$ cat src/rtl/serdes_pkg.sv
package serdes_pkg;

    typedef enum logic [1:0] {
        ST_IDLE = 2'd0,
        ST_RD   = 2'd1,
        ST_WR   = 2'd2,
        ST_WCRC = 2'd3
    } serdes_state_e;

    localparam logic [15:0] CRC16_POLY = 16'h1021;
    localparam logic [15:0] CRC16_INIT = 16'hFFFF;

endpackage

$ cat src/rtl/serdes_crc.sv
module serdes_crc #(
    parameter int          CRC_W = 16,
    parameter logic [CRC_W-1:0] POLY = 16'h1021,
    parameter logic [CRC_W-1:0] INIT = 16'hFFFF
) (
    input  logic             clk,
    input  logic             rst_n,
    input  logic             preset,
    input  logic             step,
    input  logic             drain,
    input  logic             din,
    output logic [CRC_W-1:0] crc
);
    logic [CRC_W-1:0] crc_d, crc_q;
    logic             fb;

    always_comb begin
        fb    = drain ? 1'b0 : (crc_q[CRC_W-1] ^ din);
        crc_d = crc_q;
        if (preset)
            crc_d = INIT;
        else if (step)
            crc_d = {crc_q[CRC_W-2:0], 1'b0} ^ (fb ? POLY : '0);
    end

    always_ff @(posedge clk) begin
        if (!rst_n) crc_q <= INIT;
        else        crc_q <= crc_d;
    end

    assign crc = crc_q;
endmodule

$ cat src/rtl/serdes_bitcnt.sv
module serdes_bitcnt #(
    parameter int CNT_W = 5
) (
    input  logic             clk,
    input  logic             rst_n,
    input  logic             clr,
    input  logic             inc,
    output logic [CNT_W-1:0] cnt
);
    logic [CNT_W-1:0] cnt_d, cnt_q;

    always_comb begin
        cnt_d = cnt_q;
        if (clr)      cnt_d = '0;
        else if (inc) cnt_d = cnt_q + 1'b1;
    end

    always_ff @(posedge clk) begin
        if (!rst_n) cnt_q <= '0;
        else        cnt_q <= cnt_d;
    end

    assign cnt = cnt_q;
endmodule

$ cat src/rtl/disk_serdes.sv
module disk_serdes
    import serdes_pkg::*;
#(
    parameter int BYTE_W = 8,
    parameter int CRC_W  = 16
) (
    input  logic              clk,
    input  logic              rst_n,
    input  logic              mode_wr,
    input  logic              field_go,
    input  logic              last_word,
    input  logic              bit_en,
    input  logic              rx_bit,
    input  logic              rd_take,
    output logic [BYTE_W-1:0] rd_data,
    output logic              rd_ready,
    input  logic              wr_load,
    input  logic [BYTE_W-1:0] wr_byte,
    output logic              wr_ready,
    output logic              tx_bit,
    output logic              tx_active,
    output logic              crc_err,
    output logic              xfer_err
);
    localparam int CNT_W = $clog2(CRC_W) + 1;
    localparam logic [CNT_W-1:0] BYTE_LAST = CNT_W'(BYTE_W - 1);
    localparam logic [CNT_W-1:0] CRC_LAST  = CNT_W'(CRC_W - 1);

    typedef struct packed {
        serdes_state_e     st;
        logic [BYTE_W-1:0] sipo;
        logic [BYTE_W-1:0] hold;
        logic [BYTE_W-1:0] wbuf;
        logic [BYTE_W-1:0] sh;
        logic              rd_full;
        logic              wr_full;
        logic              sh_full;
        logic              last_pend;
        logic              crc_err;
        logic              xfer_err;
    } regs_t;

    regs_t r_d, r_q;

    logic             cnt_clr, cnt_inc;
    logic [CNT_W-1:0] cnt_q;
    logic             crc_pre, crc_step, crc_drain, crc_din;
    logic [CRC_W-1:0] crc_q;
    logic [BYTE_W-1:0] rx_next;

    serdes_bitcnt #(.CNT_W(CNT_W)) u_cnt (
        .clk   (clk),
        .rst_n (rst_n),
        .clr   (cnt_clr),
        .inc   (cnt_inc),
        .cnt   (cnt_q)
    );

    serdes_crc #(
        .CRC_W (CRC_W),
        .POLY  (CRC_W'(CRC16_POLY)),
        .INIT  (CRC_W'(CRC16_INIT))
    ) u_crc (
        .clk    (clk),
        .rst_n  (rst_n),
        .preset (crc_pre),
        .step   (crc_step),
        .drain  (crc_drain),
        .din    (crc_din),
        .crc    (crc_q)
    );

    always_comb begin
        r_d       = r_q;
        cnt_clr   = 1'b0;
        cnt_inc   = 1'b0;
        crc_pre   = 1'b0;
        crc_step  = 1'b0;
        crc_drain = 1'b0;
        crc_din   = 1'b0;
        rx_next   = {r_q.sipo[BYTE_W-2:0], rx_bit};

        if (field_go) begin
            crc_pre     = 1'b1;
            cnt_clr     = 1'b1;
            r_d.rd_full   = 1'b0;
            r_d.wr_full   = 1'b0;
            r_d.sh_full   = 1'b0;
            r_d.last_pend = 1'b0;
            r_d.crc_err   = 1'b0;
            r_d.xfer_err  = 1'b0;
            r_d.st        = mode_wr ? ST_WR : ST_RD;
        end else begin
            if (rd_take) r_d.rd_full = 1'b0;
            unique case (r_q.st)
                ST_RD: begin
                    if (bit_en) begin
                        crc_step = 1'b1;
                        crc_din  = rx_bit;
                        r_d.sipo = rx_next;
                        if (cnt_q == BYTE_LAST) begin
                            cnt_clr     = 1'b1;
                            r_d.hold    = rx_next;
                            r_d.rd_full = 1'b1;
                            if (r_q.rd_full && !rd_take) r_d.xfer_err = 1'b1;
                        end else begin
                            cnt_inc = 1'b1;
                        end
                    end
                    if (last_word) begin
                        r_d.crc_err = (crc_q != '0);
                        r_d.st      = ST_IDLE;
                    end
                end
                ST_WR: begin
                    // move buffer into the shift register when it is free
                    if (!r_q.sh_full && r_q.wr_full) begin
                        r_d.sh      = r_q.wbuf;
                        r_d.sh_full = 1'b1;
                        r_d.wr_full = 1'b0;
                    end
                    if (wr_load) begin
                        if (r_d.wr_full) begin
                            r_d.xfer_err = 1'b1;
                        end else begin
                            r_d.wbuf    = wr_byte;
                            r_d.wr_full = 1'b1;
                        end
                    end
                    if (last_word) r_d.last_pend = 1'b1;
                    if (bit_en) begin
                        if (r_q.sh_full) begin
                            crc_step = 1'b1;
                            crc_din  = r_q.sh[BYTE_W-1];
                            r_d.sh   = {r_q.sh[BYTE_W-2:0], 1'b0};
                            if (cnt_q == BYTE_LAST) begin
                                cnt_clr     = 1'b1;
                                r_d.sh_full = 1'b0;
                                if (!r_q.wr_full && !wr_load && r_q.last_pend)
                                    r_d.st = ST_WCRC;
                            end else begin
                                cnt_inc = 1'b1;
                            end
                        end else if (!r_q.last_pend) begin
                            r_d.xfer_err = 1'b1;
                        end
                    end
                    if (!r_q.sh_full && !r_q.wr_full && !wr_load && r_q.last_pend) begin
                        cnt_clr = 1'b1;
                        r_d.st  = ST_WCRC;
                    end
                end
                ST_WCRC: begin
                    if (bit_en) begin
                        crc_step  = 1'b1;
                        crc_drain = 1'b1;
                        if (cnt_q == CRC_LAST) begin
                            cnt_clr = 1'b1;
                            r_d.st  = ST_IDLE;
                        end else begin
                            cnt_inc = 1'b1;
                        end
                    end
                end
                default: ;
            endcase
        end
    end

    always_ff @(posedge clk) begin
        if (!rst_n) begin
            r_q.st        <= ST_IDLE;
            r_q.sipo      <= '0;
            r_q.hold      <= '0;
            r_q.wbuf      <= '0;
            r_q.sh        <= '0;
            r_q.rd_full   <= 1'b0;
            r_q.wr_full   <= 1'b0;
            r_q.sh_full   <= 1'b0;
            r_q.last_pend <= 1'b0;
            r_q.crc_err   <= 1'b0;
            r_q.xfer_err  <= 1'b0;
        end else begin
            r_q <= r_d;
        end
    end

    assign rd_data   = r_q.hold;
    assign rd_ready  = r_q.rd_full;
    assign wr_ready  = (r_q.st == ST_WR) && !r_q.wr_full;
    assign tx_active = (r_q.st == ST_WCRC) || ((r_q.st == ST_WR) && r_q.sh_full);
    assign tx_bit    = (r_q.st == ST_WCRC) ? crc_q[CRC_W-1] :
                       ((r_q.st == ST_WR) && r_q.sh_full) ? r_q.sh[BYTE_W-1] : 1'b0;
    assign crc_err   = r_q.crc_err;
    assign xfer_err  = r_q.xfer_err;
endmodule

$ cat config.mk
export PLATFORM = sky130hd
export DESIGN_NAME = disk_serdes
export DESIGN_NICKNAME = d
export VERILOG_FILES = /design/src/rtl/serdes_pkg.sv /design/src/rtl/serdes_crc.sv /design/src/rtl/serdes_bitcnt.sv /design/src/rtl/disk_serdes.sv
export SDC_FILE = /design/constraint.sdc
export NUM_CORES = 1
export LEC_CHECK = 0
export BUFFER_PORTS_ARGS = -buffer_cell sky130_fd_sc_hd__buf_2
export CAP_MARGIN = 15
export CORE_MARGIN = 10
export CORE_UTILIZATION = 41
export CTS_CLUSTER_DIAMETER = 60
export DETAILED_ROUTE_END_ITERATION = 7
export GPL_TIMING_DRIVEN = 0
export SLEW_MARGIN = 10
export SYNTH_ARGS = -nofsm -noshare
export SYNTH_HDL_FRONTEND = slang
export SYNTH_SLANG_ARGS = --single-unit
$ cat constraint.sdc
create_clock -name clk -period 3.06 [get_ports clk]
set_input_delay 0.459 -clock clk [delete_from_list [all_inputs] [get_ports clk]]
set_output_delay 0.459 -clock clk [all_outputs]
set_load 0.05 [all_outputs]
==> metrics.txt <==
status finished, final reports clean; startpoint of the worst hold path mode_wr; site row count 30; drt drc 0; largest net degree at the start of global routing 11; EDFF count, synth 0; Yosys Warn Count 0; Worst R2R Setup Slack 910 ps; Die Y 103 um; sequential share of the synthesized area 42.2%; htree depth 3; initial core utilization 42.1%; Tot Pwr approximately 1.6 mW; post-route clock period utilization between 80% and 90%; Max-slew headroom 61.1%; Cell Area, Placed 3090 um2; Hold Slack between 300 and 400 ps; FF-to-FF Start r_q[38]; worst-case clock buffer depth 2; WHS Endpoint r_q[38]; antenna cell count 0; synthesis-stage register bit count 60; fillcell total 680; CP arrival 2230 ps; cell taking the most area after synthesis dfxtp_1; Worst EP required 2600 ps; Lkg Pwr about 1.4 nW; num ports 31; Post-Syn Area around 2800 um2; total negative slack 0 ps; Syn-to-layout area delta 15.7%; vias in the first global route 2219; final setup vio count 0; peak supply drop 229 uV; initial antenna violation count 0; Async SR Flop Fraction 0%; clock-pin slew on the worst setup and hold paths ~70 ps; Tot GR Track Use 12.7%; Final Max Tran Viols 0; Power per Cell Area 495 nW/um2; Max Clock Freq 0.372 GHz; placed insts 430; Worst Hold Class in -> reg; FF-to-FF path depth 7; port buffer count 29; Crit Path Class reg -> out; CTS Hold Bufs 0; actual slew at the worst max-slew pin 583 ps; hold path depth 2; layout cells sized above 1 approximately 19%; pre-CTS WS roughly 770 ps; Util after Layout between 40% and 50%; critical path peak fanout 10; final WL roughly 6300 um; wire per inst between 10 and 15 um; antenna viol nets, final 0; Die Width between 100 and 150 um; PnR worst setup slack 368 ps; CTS tree built; Max Cap Viol 0; hpwl dp 4540 um; Tmin final roughly 2700 ps; core box area 6760 um2; Post-synth top cells 60 x dfxtp_1, 34 x nor2b_1, 33 x nand2_1, 24 x mux2i_1, 21 x a21oi_1; clock sinks 60; Yosys top cell area share 42.2%; most common cell in the netlist dfxtp_1; die area 10700 um2; Post-Syn Nets approximately 340; Post-Synthesis Cells between 300 and 400; Final nets about 380; cts bufs inserted 9; top_reg_cell synth dfxtp_1; post-synth cell types 51; Worst R2R End u_cnt.cnt[3]; Final Hold Viols 0; final instance area 3290 um2; DRT iter0 DRCs 128; crit path capture type output port; Worst Skew 4.41 ps; gpl congestion 0.799; Overflow after GRT 0; Syn Area/Cell 8.87 um2; main area contributors after synthesis dfxtp_1 42%, mux2i_1 8.4%, nor2b_1 7.5%; first drt pass iteration count 4; post-CTS sizing 0; RSZ-0062 raised after global routing false; fin cells about 450; setup bufs post-CTS 0; first-pass GRT wire length approximately 11000 um; via/cell ratio 5.17; clock latency on the worst-skew pair 340 ps; Root Buffer Master clkbuf_8; DR vias 2308; Worst setup SP type flip-flop
[critical path: stages (launching register included)]
cell and delay, ps:
dfxtp_1 360, inv_1 100, ha_1 140, buf_2 200, clkbuf_1 400, nand3_1 120, o21ai_0 240, buf_2 320
[power by group]
part           total, mW  leakage [nW]  internal, mW  switching, mW
registers          0.793         0.485         0.788        0.00567
clock network      0.727         0.102         0.418          0.309
logic              0.109         0.788        0.0438         0.0653
total               1.63          1.38          1.25          0.380
[how the worst max path moves through the flow]
stage                 start  endpoint  slack (ps)  cells past startpoint
finish              r_q[38]    tx_bit         370                      7
global route        r_q[38]    tx_bit         200                      7
CTS                 r_q[38]    tx_bit         370                      7
detailed placement  r_q[38]    tx_bit         770                      7
global placement    r_q[38]    tx_bit         770                      7
floorplan           r_q[38]    tx_bit         440                      6
[metal layers]
| metal | up-vias | GRT usage, % | routed length [um] |
|---|---|---|---|
| met5 | - | 0 | 0 |
| met4 | 0 | 5.13 | 81 |
| met3 | 8 | 4.98 | 378 |
| met2 | 46 | 18.6 | 2640 |
| met1 | 1061 | 16.3 | 3210 |
| li1 | 1193 | - | - |
[logic make-up after synthesis]
family          Yosys count  synth area share, %
mux                      24                 8.44
simple gates            134                 26.5
fa+ha+maj                 6                 2.64
compound gates           55                 12.8
flops                    60                 42.2
buf+inv                  42                 7.47
[cell type report]
class                      count  area [um2]  area share [%]
buffer                        30         168            5.09
inverter                      12        45.0            1.37
multi-input combinational    219        1430            43.5
clock inverter                 4        47.5            1.44
clock buffer                  12         155            4.71
timing repair buffer          29         145            4.41
tap                           80         100            3.04
sequential                    60        1200            36.5
[state kept, by name, indices dropped and copies added, names as in the netlist]
name       count
u_cnt.cnt      5
crc_err        1
u_crc.crc     16
rd_data        8
r_q           28
xfer_err       1
rd_ready       1
[cells in the final DEF (no fill, tap or decap), drive strengths merged, types with 2 or more instances in the layout]
master	synthesis	final
a21oi	21	21
a311oi	2	2
a31oi	2	2
a32oi	2	2
and2	3	3
and3	2	2
and3b	2	2
buf	19	48
clkbuf	11	23
clkinv	0	2
dfxtp	60	60
ha	6	6
inv	12	12
mux2i	24	24
nand2	33	33
nand2b	7	7
nand3	18	18
nand4	2	2
nor2	10	10
nor2b	34	34
nor4	7	7
o211ai	3	3
o21a	2	2
o21ai	6	6
o221ai	5	5
o22ai	2	2
o31a	3	3
o31ai	4	4
or3	2	2
or3b	2	2
or4	2	2
No activity file was read; power rests on OpenSTA's default activity.
